--- config.mk ---
export PLATFORM = sky130hd
export DESIGN_NAME = spi_peri_autopol
export DESIGN_NICKNAME = d
export VERILOG_FILES = /design/src/rtl/spi_peri_pkg.sv /design/src/rtl/spi_peri_sync.sv /design/src/rtl/spi_peri_rx.sv /design/src/rtl/spi_peri_tx.sv /design/src/rtl/spi_peri_autopol.sv
export SDC_FILE = /design/constraint.sdc
export NUM_CORES = 1
export LEC_CHECK = 0
export CAP_MARGIN = 20
export CORE_UTILIZATION = 53
export CTS_CLUSTER_SIZE = 10
export DETAILED_ROUTE_END_ITERATION = 16
export PLACE_DENSITY = 0.82
export SLEW_MARGIN = 20
export SYNTH_ARGS = -nofsm -noshare
export SYNTH_HDL_FRONTEND = slang
export SYNTH_SLANG_ARGS = --single-unit
--- constraint.sdc ---
create_clock -name clk -period 1.9 [get_ports clk]
set_input_delay 0.285 -clock clk [delete_from_list [all_inputs] [get_ports clk]]
set_output_delay 0.285 -clock clk [all_outputs]
set_load 0.005 [all_outputs]
--- src/rtl/spi_peri_pkg.sv ---
package spi_peri_pkg;

    // Number of flops each link pin passes through before use.
    localparam int unsigned SYNC_STAGES = 2;

    // Synchronized pin view with the edges found on it.
    typedef struct packed {
        logic sel;        // select active (synchronized level)
        logic sel_start;  // select just became active
        logic sel_end;    // select just became inactive
        logic sck_lvl;    // synchronized serial clock level
        logic sck_rise;
        logic sck_fall;
        logic mosi;
    } pin_evt_t;

    // What a falling serial clock edge does to the transmit side.
    typedef enum logic [1:0] {
        FALL_NONE  = 2'd0,
        FALL_SKIP  = 2'd1,   // leading edge of an idle-high selection
        FALL_LOAD  = 2'd2,   // word boundary: take the next word
        FALL_SHIFT = 2'd3    // move to the next bit
    } fall_act_e;

    function automatic fall_act_e classify_fall(input logic fall,
                                                input logic lead_pend,
                                                input logic boundary);
        if (!fall)     return FALL_NONE;
        if (lead_pend) return FALL_SKIP;
        if (boundary)  return FALL_LOAD;
        return FALL_SHIFT;
    endfunction

endpackage

--- src/rtl/spi_peri_sync.sv ---
module spi_peri_sync
    import spi_peri_pkg::*;
#(
    parameter int unsigned STAGES = SYNC_STAGES
) (
    input  logic     clk,
    input  logic     rst,
    input  logic     sck_i,
    input  logic     csn_i,
    input  logic     mosi_i,
    output pin_evt_t evt_o
);
    localparam int unsigned NLINES = 3;
    localparam int unsigned L_CSN  = 2;
    localparam int unsigned L_SCK  = 1;
    localparam int unsigned L_MOSI = 0;
    localparam logic [NLINES-1:0] IDLE = NLINES'(1) << L_CSN;

    logic [NLINES-1:0]             raw;
    logic [STAGES-1:0][NLINES-1:0] chain;
    logic [NLINES-1:0]             cur;
    logic [NLINES-1:0]             prev;

    assign raw = {csn_i, sck_i, mosi_i};
    assign cur = chain[STAGES-1];

    always_ff @(posedge clk) begin
        if (rst) begin
            for (int i = 0; i < int'(STAGES); i++) chain[i] <= IDLE;
            prev <= IDLE;
        end else begin
            chain[0] <= raw;
            for (int i = 1; i < int'(STAGES); i++) chain[i] <= chain[i-1];
            prev <= cur;
        end
    end

    always_comb begin
        evt_o.sel       = ~cur[L_CSN];
        evt_o.sel_start = ~cur[L_CSN] &  prev[L_CSN];
        evt_o.sel_end   =  cur[L_CSN] & ~prev[L_CSN];
        evt_o.sck_lvl   =  cur[L_SCK];
        evt_o.sck_rise  =  cur[L_SCK] & ~prev[L_SCK];
        evt_o.sck_fall  = ~cur[L_SCK] &  prev[L_SCK];
        evt_o.mosi      =  cur[L_MOSI];
    end

endmodule

--- src/rtl/spi_peri_rx.sv ---
module spi_peri_rx
    import spi_peri_pkg::*;
#(
    parameter int unsigned WORD_W    = 8,
    parameter bit          LSB_FIRST = 1'b0
) (
    input  logic              clk,
    input  logic              rst,
    input  pin_evt_t          evt_i,
    output logic [WORD_W-1:0] word_o,
    output logic              valid_o,
    output logic              last_rise_o
);
    localparam int unsigned       CNT_W = $clog2(WORD_W);
    localparam logic [CNT_W-1:0] LAST  = CNT_W'(WORD_W - 1);

    logic [CNT_W-1:0]  cnt;
    logic [WORD_W-1:0] sr;
    logic [WORD_W-1:0] sr_nxt;
    logic              active;
    logic              take;

    generate
        if (LSB_FIRST) begin : g_lsb
            assign sr_nxt = {evt_i.mosi, sr[WORD_W-1:1]};
        end else begin : g_msb
            assign sr_nxt = {sr[WORD_W-2:0], evt_i.mosi};
        end
    endgenerate

    assign active      = evt_i.sel & ~evt_i.sel_start;
    assign take        = active & evt_i.sck_rise;
    assign last_rise_o = take & (cnt == LAST);

    always_ff @(posedge clk) begin
        if (rst) begin
            cnt     <= '0;
            sr      <= '0;
            word_o  <= '0;
            valid_o <= 1'b0;
        end else begin
            valid_o <= 1'b0;
            if (!active) begin
                cnt <= '0;
            end else if (take) begin
                sr <= sr_nxt;
                if (cnt == LAST) begin
                    cnt     <= '0;
                    word_o  <= sr_nxt;
                    valid_o <= 1'b1;
                end else begin
                    cnt <= cnt + 1'b1;
                end
            end
        end
    end

    // a complete word is flagged for a single cycle only
    p_valid_single_r4: assert property (@(posedge clk) disable iff (rst)
        valid_o |=> !valid_o);

    // the received word holds between strobes
    p_word_hold_r4: assert property (@(posedge clk) disable iff (rst)
        !valid_o |-> $stable(word_o));

    // dropping select restarts the bit count
    p_cnt_clear_r10: assert property (@(posedge clk) disable iff (rst)
        evt_i.sel_end |=> (cnt == '0));

endmodule

--- src/rtl/spi_peri_tx.sv ---
module spi_peri_tx
    import spi_peri_pkg::*;
#(
    parameter int unsigned WORD_W    = 8,
    parameter bit          LSB_FIRST = 1'b0
) (
    input  logic              clk,
    input  logic              rst,
    input  pin_evt_t          evt_i,
    input  logic              last_rise_i,
    input  logic [WORD_W-1:0] tx_word_i,
    input  logic              tx_load_i,
    output logic              miso_o,
    output logic              miso_oe_o,
    output logic              tx_req_o
);
    logic [WORD_W-1:0] sr;
    logic [WORD_W-1:0] sr_shifted;
    logic [WORD_W-1:0] hold;
    logic              hold_full;
    logic              lead_pend;
    logic              boundary;
    logic              out_bit;
    logic              active;
    fall_act_e         act;

    generate
        if (LSB_FIRST) begin : g_lsb
            assign sr_shifted = {1'b0, sr[WORD_W-1:1]};
            assign out_bit    = sr[0];
        end else begin : g_msb
            assign sr_shifted = {sr[WORD_W-2:0], 1'b0};
            assign out_bit    = sr[WORD_W-1];
        end
    endgenerate

    assign active    = evt_i.sel & ~evt_i.sel_start;
    assign act       = active ? classify_fall(evt_i.sck_fall, lead_pend, boundary)
                              : FALL_NONE;
    assign miso_oe_o = evt_i.sel;
    assign miso_o    = evt_i.sel & out_bit;

    always_ff @(posedge clk) begin
        if (rst) begin
            sr        <= '0;
            hold      <= '0;
            hold_full <= 1'b0;
            lead_pend <= 1'b0;
            boundary  <= 1'b0;
            tx_req_o  <= 1'b0;
        end else begin
            tx_req_o <= last_rise_i;
            if (!evt_i.sel) begin
                lead_pend <= 1'b0;
                boundary  <= 1'b0;
                hold_full <= 1'b0;
                if (tx_load_i)          sr <= tx_word_i;
                else if (evt_i.sel_end) sr <= '0;
            end else begin
                if (tx_load_i) begin
                    hold      <= tx_word_i;
                    hold_full <= 1'b1;
                end
                if (evt_i.sel_start) begin
                    lead_pend <= evt_i.sck_lvl;
                    boundary  <= 1'b0;
                end else begin
                    if (last_rise_i) boundary <= 1'b1;
                    case (act)
                        FALL_SKIP:  lead_pend <= 1'b0;
                        FALL_LOAD: begin
                            sr       <= hold_full ? hold : '0;
                            boundary <= 1'b0;
                            if (!tx_load_i) hold_full <= 1'b0;
                        end
                        FALL_SHIFT: sr <= sr_shifted;
                        default: ;
                    endcase
                end
            end
        end
    end

    // while selected the outgoing word moves only on a falling edge
    p_sr_quiet_r6: assert property (@(posedge clk) disable iff (rst)
        (evt_i.sel && !evt_i.sck_fall) |=> $stable(sr));

    // the skip-leading-edge flag is armed only when select starts
    p_lead_at_start_r3: assert property (@(posedge clk) disable iff (rst)
        $rose(lead_pend) |-> $past(evt_i.sel_start));

endmodule

--- src/rtl/spi_peri_autopol.sv ---
module spi_peri_autopol
    import spi_peri_pkg::*;
#(
    parameter int unsigned WORD_W    = 8,
    parameter bit          LSB_FIRST = 1'b0
) (
    input  logic              clk,
    input  logic              rst,
    input  logic              sck_i,
    input  logic              csn_i,
    input  logic              mosi_i,
    input  logic [WORD_W-1:0] tx_word_i,
    input  logic              tx_load_i,
    output logic              miso_o,
    output logic              miso_oe_o,
    output logic [WORD_W-1:0] rx_word_o,
    output logic              rx_valid_o,
    output logic              tx_req_o
);
    pin_evt_t evt;
    logic     last_rise;

    spi_peri_sync #(.STAGES(SYNC_STAGES)) u_sync (
        .clk    (clk),
        .rst    (rst),
        .sck_i  (sck_i),
        .csn_i  (csn_i),
        .mosi_i (mosi_i),
        .evt_o  (evt)
    );

    spi_peri_rx #(.WORD_W(WORD_W), .LSB_FIRST(LSB_FIRST)) u_rx (
        .clk         (clk),
        .rst         (rst),
        .evt_i       (evt),
        .word_o      (rx_word_o),
        .valid_o     (rx_valid_o),
        .last_rise_o (last_rise)
    );

    spi_peri_tx #(.WORD_W(WORD_W), .LSB_FIRST(LSB_FIRST)) u_tx (
        .clk         (clk),
        .rst         (rst),
        .evt_i       (evt),
        .last_rise_i (last_rise),
        .tx_word_i   (tx_word_i),
        .tx_load_i   (tx_load_i),
        .miso_o      (miso_o),
        .miso_oe_o   (miso_oe_o),
        .tx_req_o    (tx_req_o)
    );

    // transmit request and received-word strobe coincide
    p_req_with_valid_r8: assert property (@(posedge clk) disable iff (rst)
        tx_req_o == rx_valid_o);

    // the data line carries 0 while released
    p_miso_released_r2: assert property (@(posedge clk) disable iff (rst)
        !miso_oe_o |-> !miso_o);

endmodule

# After elaboration in Yosys (flattened, before gate mapping)

Cells that the tools add are included.

Register bits: 48
Output and inout bits: 12
Logic and storage cells: 71

Add/subtract/negate cells: 1
Equal/unequal tests: 6
Multiplexer cells: 26
Bitwise operators: 15
Reduce and logical (&&, ||, !) cells: 10

Operators with widths:

| kind                | number |
|---|---|
| $mux 8              | 5 |
| $pmux 8 s2          | 1 |
| $mux 2              | 7 |
| $mux 1              | 12 |
| $and 1x1->1         | 8 |
| $not 1->1           | 7 |
| $reduce_and 3->1    | 2 |
| $eq 2x2->1 const B  | 2 |
| $reduce_and 2->1    | 2 |
| $reduce_or 2->1     | 2 |
| $reduce_or 4->1     | 1 |
| $add 3x1->3 const B | 1 |
| $eq 3x3->1 const B  | 1 |
| $mux 3              | 1 |
| $ne 3x3->1 const B  | 1 |
| $reduce_bool 3->1   | 1 |
| $reduce_or 3->1     | 1 |
| $eq 2x1->1 const B  | 1 |
| $ne 2x2->1 const B  | 1 |
| $reduce_bool 2->1   | 1 |

# Logic depth before layout (Yosys ltp)

Gate-level depths: netlist of the first run.

Depth in word-level cells: 13
Depth in mapped cells: 7

# Modules after synthesis

A second synthesis of the first run with hierarchy kept.

Cell total of the unflattened synthesis: 211
Area, all modules: 2088.3 sq um

By module, submodules not included:

| module        | times used | cells an instance | area each (sq um) |
|---|---|---|---|
| spi_peri_tx   | 1          | 118               | 1014.7 |
| spi_peri_rx   | 1          | 70                | 819.5 |
| spi_peri_sync | 1          | 23                | 254.0 |

# Least setup slack after synthesis of the first run

OpenSTA, ideal clock, no wires.

Path kind: register -> register
Start point: register u_sync.chain, in the netlist u_sync.cur[1]
End point: register u_tx.sr[5]
Library setup time: 0.088 ns
Data arrival time: 1.657 ns
Required time: 1.812 ns
Path slack: 0.155 ns
Stages on the path, launching flop included: 7
Buffers on the path: 2
Cell sequence: dfxtp_1 or4b_1 buf_2 o21ai_1 buf_4 nor2_1 a311oi_2

Word-level cells in the longest chain between the ends: 8
Elaborated cells on any way between the ends: 11
Classes of those cells: eq/ne (2); mux (5); bitwise (2); reduce/logical (2)

Ends and longest elaborated chain:

| element              | RTL line            | text |
|---|---|---|
| from (decl)          | spi_peri_sync.sv:20 | `logic [STAGES-1:0][NLINES-1:0] chain;` |
| $not 1->1 (*)        | spi_peri_sync.sv:44 | `evt_o.sck_fall = ~cur[L_SCK] & prev[L_SCK];` |
| $and 1x1->1 (*)      | spi_peri_sync.sv:44 |  |
| $mux 2 (*)           | spi_peri_pkg.sv:29  | `if (lead_pend) return FALL_SKIP;` |
| $mux 2 (*)           | spi_peri_tx.sv:38   | `assign act = active ? classify_fall(evt_i.sck_fall, lead_pend, boundary)` |
| $eq 2x2->1           | spi_peri_tx.sv:69   | `case (act)` |
| $pmux 8 s2           | spi_peri_tx.sv:69   |  |
| $mux 8               | spi_peri_tx.sv:64   | `if (evt_i.sel_start) begin` |
| $mux 8               | spi_peri_tx.sv:53   | `if (!evt_i.sel) begin` |
| to (signal assigned) | spi_peri_tx.sv:57   | `if (tx_load_i) sr <= tx_word_i;` |
| to (signal assigned) | spi_peri_tx.sv:72   | `sr <= hold_full ? hold : '0;` |
| to (signal assigned) | spi_peri_tx.sv:76   | `FALL_SHIFT: sr <= sr_shifted;` |
| to (decl)            | spi_peri_tx.sv:17   | `logic [WORD_W-1:0] sr;` |

Mark *: on every way between the ends. The rest lies on a longest branch, timed or not. The select of a mux whose other input is x is not followed.
A chain may end at the register's enable or synchronous reset.

# Final worst setup path of the first run

Ends and elaborated chain as after synthesis.

==> results of run 1 <==
## worst min path at each step
stage                          from         endpoint  slack (ps)  cells past startpoint
global route        u_sync.chain[2]    u_sync.cur[2]         450                      1
CTS                 u_sync.chain[2]    u_sync.cur[2]         430                      1
detailed placement  u_sync.chain[2]    u_sync.cur[2]         400                      1
floorplan                     csn_i  u_sync.chain[2]         390                      1
finish              u_sync.chain[2]    u_sync.cur[2]         430                      1
global placement    u_sync.chain[2]    u_sync.cur[2]         390                      1
## registers in the layout (all words and copies together) (netlist names)
name	cells
u_rx.sr	7
u_sync.cur	3
u_sync.prev	2
u_rx.word_o	8
u_tx.sr	8
u_rx.cnt	3
u_tx.hold_full	1
u_tx.tx_req_o	1
u_tx.lead_pend	1
u_tx.boundary	1
u_sync.chain	3
u_rx.valid_o	1
u_tx.hold	8
## metal layers
layer  vias to the layer above  global-route usage, %  routed length (um)  share of wire (%)
met1                       640                   25.7                1540                 45
met3                         5                   6.93                 130                3.8
li1                        760                      -                   -                  -
met4                         0                   6.67                  48                1.4
met2                        34                   37.0                1700                 50
met5                         -                      0                   0                  0
## through the flow
step	instances	setup WS [ps]
after global placement	273	192
after global routing	281	20.0
after floorplan	204	155
final	281	110
after detailed placement	273	126
after CTS	281	87.5
## cells by family (layout without fill, tap and decap cells)
kind of cell / count (synthesis) / in the layout
simple gates: 91 / 91
flops: 47 / 47
compound gates: 32 / 32
buf+inv: 17 / 48
mux: 15 / 15
fa+ha+maj: 2 / 2
## cell type report
type | count | area (um^2) | area share [%]
flip-flops and latches | 47 | 941 | 40.6
multi-input cells | 140 | 857 | 37.0
repair buffers | 37 | 365 | 15.8
well taps | 46 | 57.6 | 2.48
clock buffers | 6 | 51.3 | 2.21
clock inverters | 2 | 35.0 | 1.51
inverters | 3 | 11.3 | 0.486
## placed cells by master, fill, tap and decap left out, drive strengths merged, types with 2 or more instances in the layout
cell type,count
nor2b,7
buf,12
or2,3
nor2,23
dfxtp,47
a311oi,8
and3,7
nand2,27
or3,2
o21ai,2
clkbuf,6
clkdlybuf4s50,25
ha,2
nand3,17
mux2i,15
a21oi,19
inv,3
nor3,2
## power by group through the flow
stage,registers [mW],logic [mW],clock network (mW)
floorplan,1.04,0.0737,0
global placement,1.04,0.129,0
detailed placement,1.04,0.132,0
CTS,1.02,0.132,0.634
global route,1.03,0.146,0.667
finish,1.02,0.131,0.617
==> impl_metrics.ini, run 1 <==
[status]
outcome = complete, no violations

[sta]
whs_ps = 426
worst_pin_slew_ps = 351
fin_tns_setup_ps = 0
grt_setup_unrepaired = false
period_share_pct = 94.2
fin_skew_ps = 7.17
setup-violations-final = 0
finalCriticalPeriod_ps = 1790
slew_violations = 0
slew_headroom_pct = 76.5
clock.fmax_ghz = 0.559
finalHoldViolations = 0

[power_and_ir_drop]
seq_power_share_pct = 57.8
p_sw_mw = 0.380
vdd_ir_drop_max_uv = 486
p_int_mw = 1.39
p_clk_share_pct = 34.8
power_mw = 1.77
power_frac_comb_pct = 7.4
leakage_nw = 0.818
power.density_nw_per_um2 = 764
netSwitchingFraction_pct = 21.5

[die]
design.die.area_um2 = 3760
start_util_pct = 55.5
die_w_um = 61.4
core.rowCount = 21
ios = 26
die_h_um = 61.4
coreArea_um2 = 3360

[synth]
ys.flop_type = dfxtp_1
yosys-top-cells-area = dfxtp_1 50%, mux2i_1 8.0%, nand2_1 5.4%
synth_top_area_cell = dfxtp_1
synth_compound_area_share_pct = 12.7
synth_nets = 220
ys_async_sr_fraction_pct = 0
synthTopCellsByCount = 47 x dfxtp_1, 27 x nand2_1, 23 x nor2_1
synth_cell_types = 28
synth_edf_count = 0
synth_top_family_by_area = simple AND/OR/NAND/NOR gates
ys_seq_area_share_pct = 50.4
avgSynthCellArea_um2 = 9.15
synth_cells = 204
synth-xor-area-share_pct = 0
synth_most_common_cell = dfxtp_1
synth-simple-area-share_pct = 23.9
synthAdderAreaFrac_pct = 1.34
syn-cell-area_um2 = 1870
synth.area.mux_share_pct = 8.04
synth_warnings = 0
ys_seq_elements = 47
netlist.area_leader.share_pct = 50.4

[clocking]
cts_buffer_depth = 2
ctsRootBufferMaster = clkbuf_4
cts_setup_buffers = 0
cts_resized = 0
clock-sinks = 47
cts_buffers = 5
insertion_delay_ps = 360
clkSlewWorstSetupHoldPaths_ps = 130
cts_max_level = 2
ctsHoldBuffers = 0
cts_tree = done

[critical_path]
critical_path.top_delay_family = simple AND/OR/NAND/NOR gates
cpPeakStageDelay_ps = 630
reg2reg_from = u_sync.cur[1]
crit_buf_inv = 1
reg2reg_depth = 5
crit_slowest_cell = or4b_1
critPathMaxFanout = 7
crit_end = u_tx.sr[5]
critPathLaunchType = flip-flop
endpoint_kind = flip-flop
reg2reg_to = u_tx.sr[5]
arrival_ps = 2040
reg2reg_slack_ps = 110
cp.depth = 5
worstSetupStartpoint = u_sync.cur[1]
path_cells = or4b_1 -> nor3_4 -> buf_12 -> mux2i_1 -> a311oi_2
crit_type = flip-flop to flip-flop
crit_required_ps = 2150

[cells_and_area]
final_core_util_pct = 68.9
fin_area_um2 = 2320
fin_nets = 250
num_antenna_cells = 0
syn_to_final_growth_pct = 24.2
drive_above_1_share_pct = 13.2
final.fill_count = 302

[worst_hold_path]
worstHoldPathType = flip-flop to flip-flop

[detailed_routing]
post_drt_wl_per_cell_um = 12.2
dr.pass1.iters = 4
drc = 0
viasPerCell = 5.12
wl_um = 3420
dr_total_vias = 1439
final_antenna_net_count = 0
drt_iter0_markers = 82

[grt]
grt_pass1_wl_um = 5870
antenna_found_initial = 0
grt_overflow = 0
grt_pass1_vias = 1321
grt_use_total_pct = 21.5
grt_start_max_net_pins = 23

[place]
gp_congestion = 0.785
post-dp-hpwl_um = 2560
placed_cell_area_um2 = 2230
io_buffer_count = 25

[run]
drv_cap = 0
No activity file was read; power rests on OpenSTA's default activity.
==> inputs of run 2 (changes only) <==
--- a/config.mk
+++ b/config.mk
@@ -6,10 +6,11 @@
 export NUM_CORES = 1
 export LEC_CHECK = 0
 export CAP_MARGIN = 20
-export CORE_UTILIZATION = 53
+export CORE_UTILIZATION = 50
 export CTS_CLUSTER_SIZE = 10
 export DETAILED_ROUTE_END_ITERATION = 16
-export PLACE_DENSITY = 0.82
+export GPL_TIMING_DRIVEN = 0
+export PLACE_DENSITY = 0.78
 export SLEW_MARGIN = 20
 export SYNTH_ARGS = -nofsm -noshare
 export SYNTH_HDL_FRONTEND = slang
==> run 2 against run 1 <==
Against the previous run: first-iteration DRC count grew 12%; die area grew 5.8%; worst setup slack lost 75 ps; global-route usage grew 0.48 points; critical path depth grew 1; critical path type unchanged; critical endpoint is now u_tx.sr[1]; largest cell class unchanged.
==> impl_metrics.ini, run 2 (same netlist as run 1, synthesis figures left out) <==
[clocking]
cts_max_level = 2
cts_tree = done
ctsHoldBuffers = 0
insertion_delay_ps = 300
clock-sinks = 47
clkSlewWorstSetupHoldPaths_ps = 80
cts_buffer_depth = 2
ctsRootBufferMaster = clkbuf_8
cts_buffers = 5

[power_and_ir_drop]
vdd_ir_drop_max_uv = 427
leakage_nw = 0.800
power.density_nw_per_um2 = 750
power_mw = 1.74

[detailed_routing]
dr.pass1.iters = 4
final_antenna_net_count = 0
post_drt_wl_per_cell_um = 13.7
viasPerCell = 5.46
dr_total_vias = 1541
drc = 0
drt_iter0_markers = 92
wl_um = 3860

[critical_path]
reg2reg_slack_ps = 40
crit_buf_inv = 2
crit_type = flip-flop to flip-flop
arrival_ps = 2020
path_cells = or4b_4 -> buf_6 -> nor3_4 -> buf_6 -> mux2i_2 -> a311oi_2
reg2reg_to = u_tx.sr[1]
critical_path.top_delay_family = simple AND/OR/NAND/NOR gates
crit_required_ps = 2060
cpPeakStageDelay_ps = 520
crit_slowest_cell = or4b_4
critPathLaunchType = flip-flop
reg2reg_depth = 6
reg2reg_from = u_sync.cur[1]
endpoint_kind = flip-flop
worstSetupStartpoint = u_sync.cur[1]
cp_common_cell = buf_6
critPathMaxFanout = 5

[cells_and_area]
fin_area_um2 = 2320
final_cells = 282
num_antenna_cells = 0
layout_common_cells = 43 x dfxtp_1, 27 x nand2_1, 24 x clkdlybuf4s50_1
syn_to_final_growth_pct = 24.5
final_common_cell = dfxtp_1
fin_nets = 252
drive_above_1_share_pct = 13.6
final_core_util_pct = 67.0
top_regs = u_rx.word_o x8, u_tx.hold x8, u_tx.sr x8

[grt]
grt_pass1_vias = 1464
grt_pass1_wl_um = 6720
grt_use_total_pct = 22.0
grt_overflow = 0
antenna_found_initial = 0
grt_start_max_net_pins = 14

[sta]
whs_ps = 420
setup-violations-final = 0
fin_skew_ps = 8.16
finalCriticalPeriod_ps = 1860
clock.fmax_ghz = 0.536
setup_ws_ps = 35.3
period_share_pct = 98.1
worst_pin_slew_ps = 910
slew_violations = 0
grt_setup_unrepaired = true
slew_headroom_pct = 39.1
finalHoldViolations = 0
fin_tns_setup_ps = 0

[worst_hold_path]
min_from = u_sync.chain[2]
hold_depth = 1
worstHoldPathType = flip-flop to flip-flop
hold_end = u_sync.cur[2]

[die]
core.rowCount = 21
die_w_um = 63.1
die_h_um = 63.1
ios = 26
start_util_pct = 53.8
design.die.area_um2 = 3980
coreArea_um2 = 3470

[place]
placed_cell_area_um2 = 2160
gp_congestion = 0.756
dp_cells = 274
io_buffer_count = 24
dpl_worst_slack_ps = -189
post-dp-hpwl_um = 2620

[status]
outcome = complete, no violations

[run]
drv_cap = 0
-- run 2: per-layer routing --
metal	wire [um]	up-vias	track usage, %
met5	0	-	0
met4	90	0	11.3
met3	195	9	5.80
met2	1850	42	35.1
met1	1730	719	27.1
li1	-	771	-
-- run 2: cell type report --
class | count | area (um^2)
buffer | 13 | 66.3
sequential | 47 | 948
timing repair buffer | 26 | 263
fill | 307 | 1140
clock buffer | 6 | 82.6
multi-input combinational | 140 | 890
tap | 46 | 57.6
inverter | 3 | 11.3
clock inverter | 1 | 5.00
-- run 2: repair_timing --
item | 4_1_cts | 5_1_grt
buffers inserted | 2 | 0
endpoints found under the hold margin | 0 | 0
cloned | 0 | 0
gates resized for setup | 5 | 15
setup endpoints to repair | 27 | 8
pin swaps | 1 | 2
-- run 2: power by group --
part,switching (mW),internal [mW],total [mW]
logic,0.0631,0.0597,0.123
registers,0.0176,1.01,1.03
clock network,0.309,0.286,0.594
-- run 2: how the worst max path moves through the flow --
stage | end | slack, ps | cells past startpoint
6_report | u_tx.sr[1] | 40 | 6
3_3_place_gp | u_rx.word_o[0] | -130 | 6
3_5_place_dp | u_rx.word_o[7] | -190 | 6
4_1_cts | u_tx.sr[6] | 50 | 6
2_1_floorplan | u_tx.sr[5] | 150 | 6
5_1_grt | u_tx.sr[1] | -20 | 6
